===== src/rtl/gpio_pair_pkg.sv =====
// Shared field layout for the two-pin masked-write register.
// Assumes every pin owns a 5-bit field at a stride of 8 bits.
package gpio_pair_pkg;
    localparam int NUM_PINS   = 2;
    localparam int PIN_STRIDE = 8;
    localparam int FIELD_W    = 5;
    localparam int REG_W      = 32;

    // Bit positions inside one pin field
    localparam int F_DIR_MSK = 0;
    localparam int F_DIR_VAL = 1;
    localparam int F_DAT_MSK = 2;
    localparam int F_DAT_VAL = 3;
    localparam int F_IN      = 4;

    localparam int PIN_SCL = 0;
    localparam int PIN_SDA = 1;

    // Bits of the word that may read as nonzero
    function automatic logic [REG_W-1:0] live_bits();
        logic [REG_W-1:0] m;
        m = '0;
        for (int p = 0; p < NUM_PINS; p++) begin
            m[p*PIN_STRIDE + F_IN]      = 1'b1;
            m[p*PIN_STRIDE + F_DAT_VAL] = 1'b1;
            m[p*PIN_STRIDE + F_DIR_VAL] = 1'b1;
        end
        return m;
    endfunction
endpackage


===== src/rtl/gpio_sync_chain.sv =====
// Multi-flop synchroniser for one asynchronous pad level.
// Assumes STAGES >= 2; the stages preset to 1 because the line idles high.
module gpio_sync_chain #(
    parameter int STAGES = 2
) (
    input  logic clk,
    input  logic rst_n,
    input  logic async_in,
    output logic sync_out
);
    logic [STAGES-1:0] stg_q;

    // Shift the pad level through the chain
    always_ff @(posedge clk) begin
        if (!rst_n) stg_q <= '1;
        else        stg_q <= {stg_q[STAGES-2:0], async_in};
    end

    assign sync_out = stg_q[STAGES-1];
endmodule


===== src/rtl/gpio_pin_slice.sv =====
// One pin: stored direction/data bits with per-bit write masks,
// an open-drain pull-low output and a synchronised input sample.
// Assumes wr_stb is already qualified by the bus decode.
module gpio_pin_slice
    import gpio_pair_pkg::*;
#(
    parameter int SYNC_STAGES = 2
) (
    input  logic               clk,
    input  logic               rst_n,
    input  logic               wr_stb,
    input  logic [FIELD_W-1:0] wr_field,
    input  logic               pad_in,
    output logic               pad_pull_low,
    output logic [FIELD_W-1:0] rd_field
);
    logic dat_q;
    logic dir_q;
    logic in_sync;

    // Masked update of the stored data bit
    always_ff @(posedge clk) begin
        if (!rst_n)                          dat_q <= 1'b0;
        else if (wr_stb && wr_field[F_DAT_MSK]) dat_q <= wr_field[F_DAT_VAL];
    end

    // Masked update of the stored direction bit
    always_ff @(posedge clk) begin
        if (!rst_n)                          dir_q <= 1'b0;
        else if (wr_stb && wr_field[F_DIR_MSK]) dir_q <= wr_field[F_DIR_VAL];
    end

    gpio_sync_chain #(.STAGES(SYNC_STAGES)) u_sync (
        .clk      (clk),
        .rst_n    (rst_n),
        .async_in (pad_in),
        .sync_out (in_sync)
    );

    // Open drain: only an output holding 0 pulls the line
    always_comb pad_pull_low = dir_q & ~dat_q;

    // Read field: masks read as zero
    always_comb begin
        rd_field            = '0;
        rd_field[F_IN]      = in_sync;
        rd_field[F_DAT_VAL] = dat_q;
        rd_field[F_DIR_VAL] = dir_q;
    end


    data_load_chk: assert property (@(posedge clk) disable iff (!rst_n)
        (wr_stb && wr_field[F_DAT_MSK]) |=> (dat_q == $past(wr_field[F_DAT_VAL])));

    dir_load_chk: assert property (@(posedge clk) disable iff (!rst_n)
        (wr_stb && wr_field[F_DIR_MSK]) |=> (dir_q == $past(wr_field[F_DIR_VAL])));

    data_hold_chk: assert property (@(posedge clk) disable iff (!rst_n)
        !(wr_stb && wr_field[F_DAT_MSK]) |=> $stable(dat_q));

    dir_hold_chk: assert property (@(posedge clk) disable iff (!rst_n)
        !(wr_stb && wr_field[F_DIR_MSK]) |=> $stable(dir_q));

    drive_low_chk: assert property (@(posedge clk) disable iff (!rst_n)
        (wr_stb && wr_field[F_DAT_MSK] && !wr_field[F_DAT_VAL]
                && wr_field[F_DIR_MSK] && wr_field[F_DIR_VAL]) |=> pad_pull_low);

    release_chk: assert property (@(posedge clk) disable iff (!rst_n)
        (wr_stb && wr_field[F_DIR_MSK] && !wr_field[F_DIR_VAL]) |=> !pad_pull_low);
endmodule


===== src/rtl/gpio_pair_reg.sv =====
// Top: decodes a valid/address/write-enable access to one 32-bit register
// and fans the word out to two pin slices (pin 0 clock, pin 1 data).
// Assumes reads are combinational in the cycle of the request.
module gpio_pair_reg
    import gpio_pair_pkg::*;
#(
    parameter int             ADDR_W      = 8,
    parameter logic [ADDR_W-1:0] REG_ADDR = '0,
    parameter int             SYNC_STAGES = 2
) (
    input  logic              clk,
    input  logic              rst_n,
    input  logic              bus_valid,
    input  logic [ADDR_W-1:0] bus_addr,
    input  logic              bus_we,
    input  logic [REG_W-1:0]  bus_wdata,
    output logic [REG_W-1:0]  bus_rdata,
    input  logic [NUM_PINS-1:0] pad_in,
    output logic [NUM_PINS-1:0] pad_pull_low
);
    localparam logic [REG_W-1:0] LIVE = live_bits();

    logic             hit;
    logic             wr_stb;
    logic             rd_sel;
    logic [REG_W-1:0] word;

    // Address and command decode
    always_comb begin
        hit    = bus_valid && (bus_addr == REG_ADDR);
        wr_stb = hit && bus_we;
        rd_sel = hit && !bus_we;
    end

    genvar p;
    generate
        for (p = 0; p < NUM_PINS; p++) begin : g_pin
            logic [FIELD_W-1:0] rd_f;
            gpio_pin_slice #(.SYNC_STAGES(SYNC_STAGES)) u_pin (
                .clk          (clk),
                .rst_n        (rst_n),
                .wr_stb       (wr_stb),
                .wr_field     (bus_wdata[p*PIN_STRIDE +: FIELD_W]),
                .pad_in       (pad_in[p]),
                .pad_pull_low (pad_pull_low[p]),
                .rd_field     (rd_f)
            );
        end
    endgenerate

    // Assemble the readback word from the slices
    always_comb begin
        word = '0;
        for (int i = 0; i < NUM_PINS; i++) begin
            case (i)
                PIN_SCL: word[PIN_SCL*PIN_STRIDE +: FIELD_W] = g_pin[PIN_SCL].rd_f;
                default: word[PIN_SDA*PIN_STRIDE +: FIELD_W] = g_pin[PIN_SDA].rd_f;
            endcase
        end
    end

    // Drive read data only during a decoded read
    always_comb bus_rdata = rd_sel ? word : '0;


    rsvd_zero_chk: assert property (@(posedge clk) disable iff (!rst_n)
        rd_sel |-> ((bus_rdata & ~LIVE) == '0));

    no_write_hold_chk: assert property (@(posedge clk) disable iff (!rst_n)
        !wr_stb |=> $stable(pad_pull_low));
endmodule


===== config.mk =====
export PLATFORM = sky130hd
export DESIGN_NAME = gpio_pair_reg
export DESIGN_NICKNAME = d
export VERILOG_FILES = /design/src/rtl/gpio_pair_pkg.sv /design/src/rtl/gpio_sync_chain.sv /design/src/rtl/gpio_pin_slice.sv /design/src/rtl/gpio_pair_reg.sv
export SDC_FILE = /design/constraint.sdc
export NUM_CORES = 1
export LEC_CHECK = 0
export BUFFER_PORTS_ARGS = -buffer_cell sky130_fd_sc_hd__buf_2
export CORE_UTILIZATION = 28
export DETAILED_ROUTE_END_ITERATION = 10
export HOLD_SLACK_MARGIN = 0.1
export PLACE_DENSITY = 0.83
export SKIP_CTS_REPAIR_TIMING = 1
export SKIP_LAST_GASP = 1
export SLEW_MARGIN = 10
export SYNTH_ARGS = -nofsm -noshare
export SYNTH_HDL_FRONTEND = slang
export SYNTH_SLANG_ARGS = --single-unit

===== constraint.sdc =====
create_clock -name clk -period 1.1 [get_ports clk]
set_input_delay 0.11 -clock clk [delete_from_list [all_inputs] [get_ports clk]]
set_output_delay 0.11 -clock clk [all_outputs]
set_load 0.02 [all_outputs]

==> summary.txt <==
STA
  • Min cycle time layout: 1505 ps
  • Setup TNS: -2848 ps
  • Fmax: 664.2 MHz
  • Final Hold Viols: 0
  • Clock Skews: 4.715 ps
  • Max-slew violation total from the final report: 0
  • Setup violators final: 10
  • Final worst slack: -405.5 ps
  • RSZ-0062 raised after global routing: yes
  • Crit share post-route: 136.9%

Flow run
  • Number of max-cap violations: 0

Floorplanning
  • Die H: 49.65 µm
  • Die ar.: 0.002465 mm²
  • Die Wd: 49.65 µm
  • Initial Util: 31.13%
  • I/O pin cnt: 80
  • Core area: 0.002042 mm²
  • Row cnt: 16

CTS
  • Clk root buf: clkbuf_4
  • Total CTS buffers: 3
  • Clock Path Buffers: 2
  • H-tree depth: 1
  • CTS tree: yes
  • Clock transition at path regs: 60 ps
  • Clock Sinks: 8
  • Clock insertion delay at the later pin of the skew report: 250 ps

Route
  • Routed wire length: 1283 µm
  • Wirelength per Cell: 9.434 µm
  • Detailed-route via count: 513
  • DR pass1 iterations: 4
  • Vias per cell: 3.772
  • Routed Antenna Nets: 0
  • 1st-iter DRT viols: 1
  • DRC violations left: 0

Layout
  • Final Non-Filler Cells: 136
  • # diodes: 0
  • Synth-to-layout area growth: 39.57%
  • Core Util, Final: 43.44%
  • FF+latch area: 160.2 µm²
  • Nets@finish: 157
  • Layout cells sized above 1: 45.87%
  • Filler cells: 200
  • Multi-input combinational cell area: 400.4 µm²

Power
  • Sw Ratio: 32.04%
  • Register share of total power: 42.6%
  • Max VDD drop: 0.0003060 V
  • Combinational share of power: 25.6%
  • Psw: 224.1 µW
  • Power per standard cell area: 788.3 mW/mm²
  • Clock power share: 31.7%
  • Internal: 475.2 µW
  • Leakage: 0.4434 nW

Synth
  • Count leader, synth: buf_4
  • Synth Register Bits: 8
  • Synthesized area: 635.6 µm²
  • EDFF count, synth: 0
  • Top_reg_cell synth: dfxtp_1
  • Synth area leader: buf_4
  • Ys async rst share: 0%
  • Post-synth top area share: 33.07%
  • Mean Syn Cell Area: 8.589 µm²
  • YS warnings: 0
  • Synthesized instance count: 74
  • Largest cells by area after synthesis: buf_4, dfxtp_1, nor4_2
  • Synth top cells by count: buf_4, nand2_1, dfxtp_1
  • Seq/Total Area, Yosys: 25.20%
  • Netlist cell types: 13

GRT
  • Total grt overflow: 0
  • Number of global-route vias before repair: 468
  • Global-route wire length before repair: 1821 µm
  • Gr usage total: 9.968%
  • Largest net degree at the start of global routing: 13
  • Antenna violations before repair: 0

Worst setup path
  • Critical Path AT: 1400 ps
  • Worst Setup Start Kind: primary input
  • Crit. End Element: primary output
  • CP max FO: 6
  • Setup slack, reg-to-reg: 480 ps
  • CP required: 990 ps
  • Setup Crit Path Kind: primary input to primary output

Min path
  • Hold Crit Class: primary input to register

Status
  • Outcome: complete, but fails checks
  • Failing checks: negative setup slack

Place
  • Dpl ws: -483.2 ps
  • IO buf count: 29
  • Final HPWL DP: 1006 µm
  • Routability congestion estimate: 0.7336
  • Cell Count Post-Placement: 129
sequential cells by signal, indices dropped and copies added (netlist names):
name                      cells
g_pin.u_pin.dir_q             2
g_pin.u_pin.u_sync.stg_q      4
g_pin.u_pin.dat_q             2
final timing paths:
path	startpoint	to	cells after the start
max reg2reg	g_pin[0].u_pin.dat_q$_SDFFE_PN0P_	g_pin[0].u_pin.dat_q$_SDFFE_PN0P_	2
min reg2reg	g_pin[1].u_pin.u_sync.stg_q[0]$_SDFF_PN1_	g_pin[1].u_pin.u_sync.stg_q[1]$_SDFF_PN1_	1
max	bus_addr[6]	bus_rdata[11]	6
min	bus_wdata[11]	g_pin[1].u_pin.dat_q$_SDFFE_PN0P_	3
logic make-up after synthesis:
kind of cell	share of synthesized area [%]
buf+inv	34.25
simple gates	33.66
mux	6.299
flops	25.20
other cells	0.5900
critical path, cell delays in order:
cell and delay (ps):
buf_6 90, or4_4 540, nor4_4 210, buf_4 180
and2_2 150, buf_6 110
placed cells by master (no fill, tap or decap), drive strengths merged:
cell | netlist | final
nor4 | 5 | 5
nand2 | 12 | 12
nor2b | 2 | 2
dlygate4sd3 | 0 | 2
mux2i | 4 | 4
dfxtp | 8 | 8
or4 | 2 | 2
nand2b | 4 | 4
buf | 28 | 34
conb | 1 | 26
and2 | 6 | 6
clkbuf | 1 | 3
inv | 1 | 1
through the flow:
step / total power, mW / hold slack, ps / instance area (µm²)
floorplan: 0.4805 / 183.0 / 737.0
global placement: 0.4573 / 300.3 / 737.0
detailed placement: 0.4624 / 295.8 / 737.0
CTS: 0.6882 / 29.03 / 759.5
global route: 0.7343 / 114.9 / 887.1
finish: 0.6993 / 115.2 / 887.1
cell type report:
class | count | share of cell area (%)
clock buffers | 3 | 2.539
inverters | 1 | 0.4231
multi-input cells | 61 | 45.13
flip-flops and latches | 8 | 18.05
well taps | 27 | 3.808
repair buffers | 36 | 30.04
power groups by stage:
stage          clock network, mW  logic, mW  registers, mW
2_1_floorplan                  0      0.177          0.304
3_3_place_gp                   0      0.154          0.304
3_5_place_dp                   0      0.158          0.304
4_1_cts                    0.232      0.159          0.298
5_1_grt                    0.243      0.193          0.298
6_report                   0.222      0.179          0.298
layer usage:
| layer | wire length, µm | part of all wire, % | up-vias | global-route usage [%] |
|---|---|---|---|---|
| li1 | - | - | 255 | - |
| met1 | 450 | 35 | 227 | 9.533 |
| met2 | 758 | 59 | 31 | 18.47 |
| met3 | 75 | 5.8 | 0 | 0.6173 |
| met4 | 0 | 0 | 0 | 9.524 |
| met5 | 0 | 0 | - | 0 |
Power figures use the tool's default switching activity.
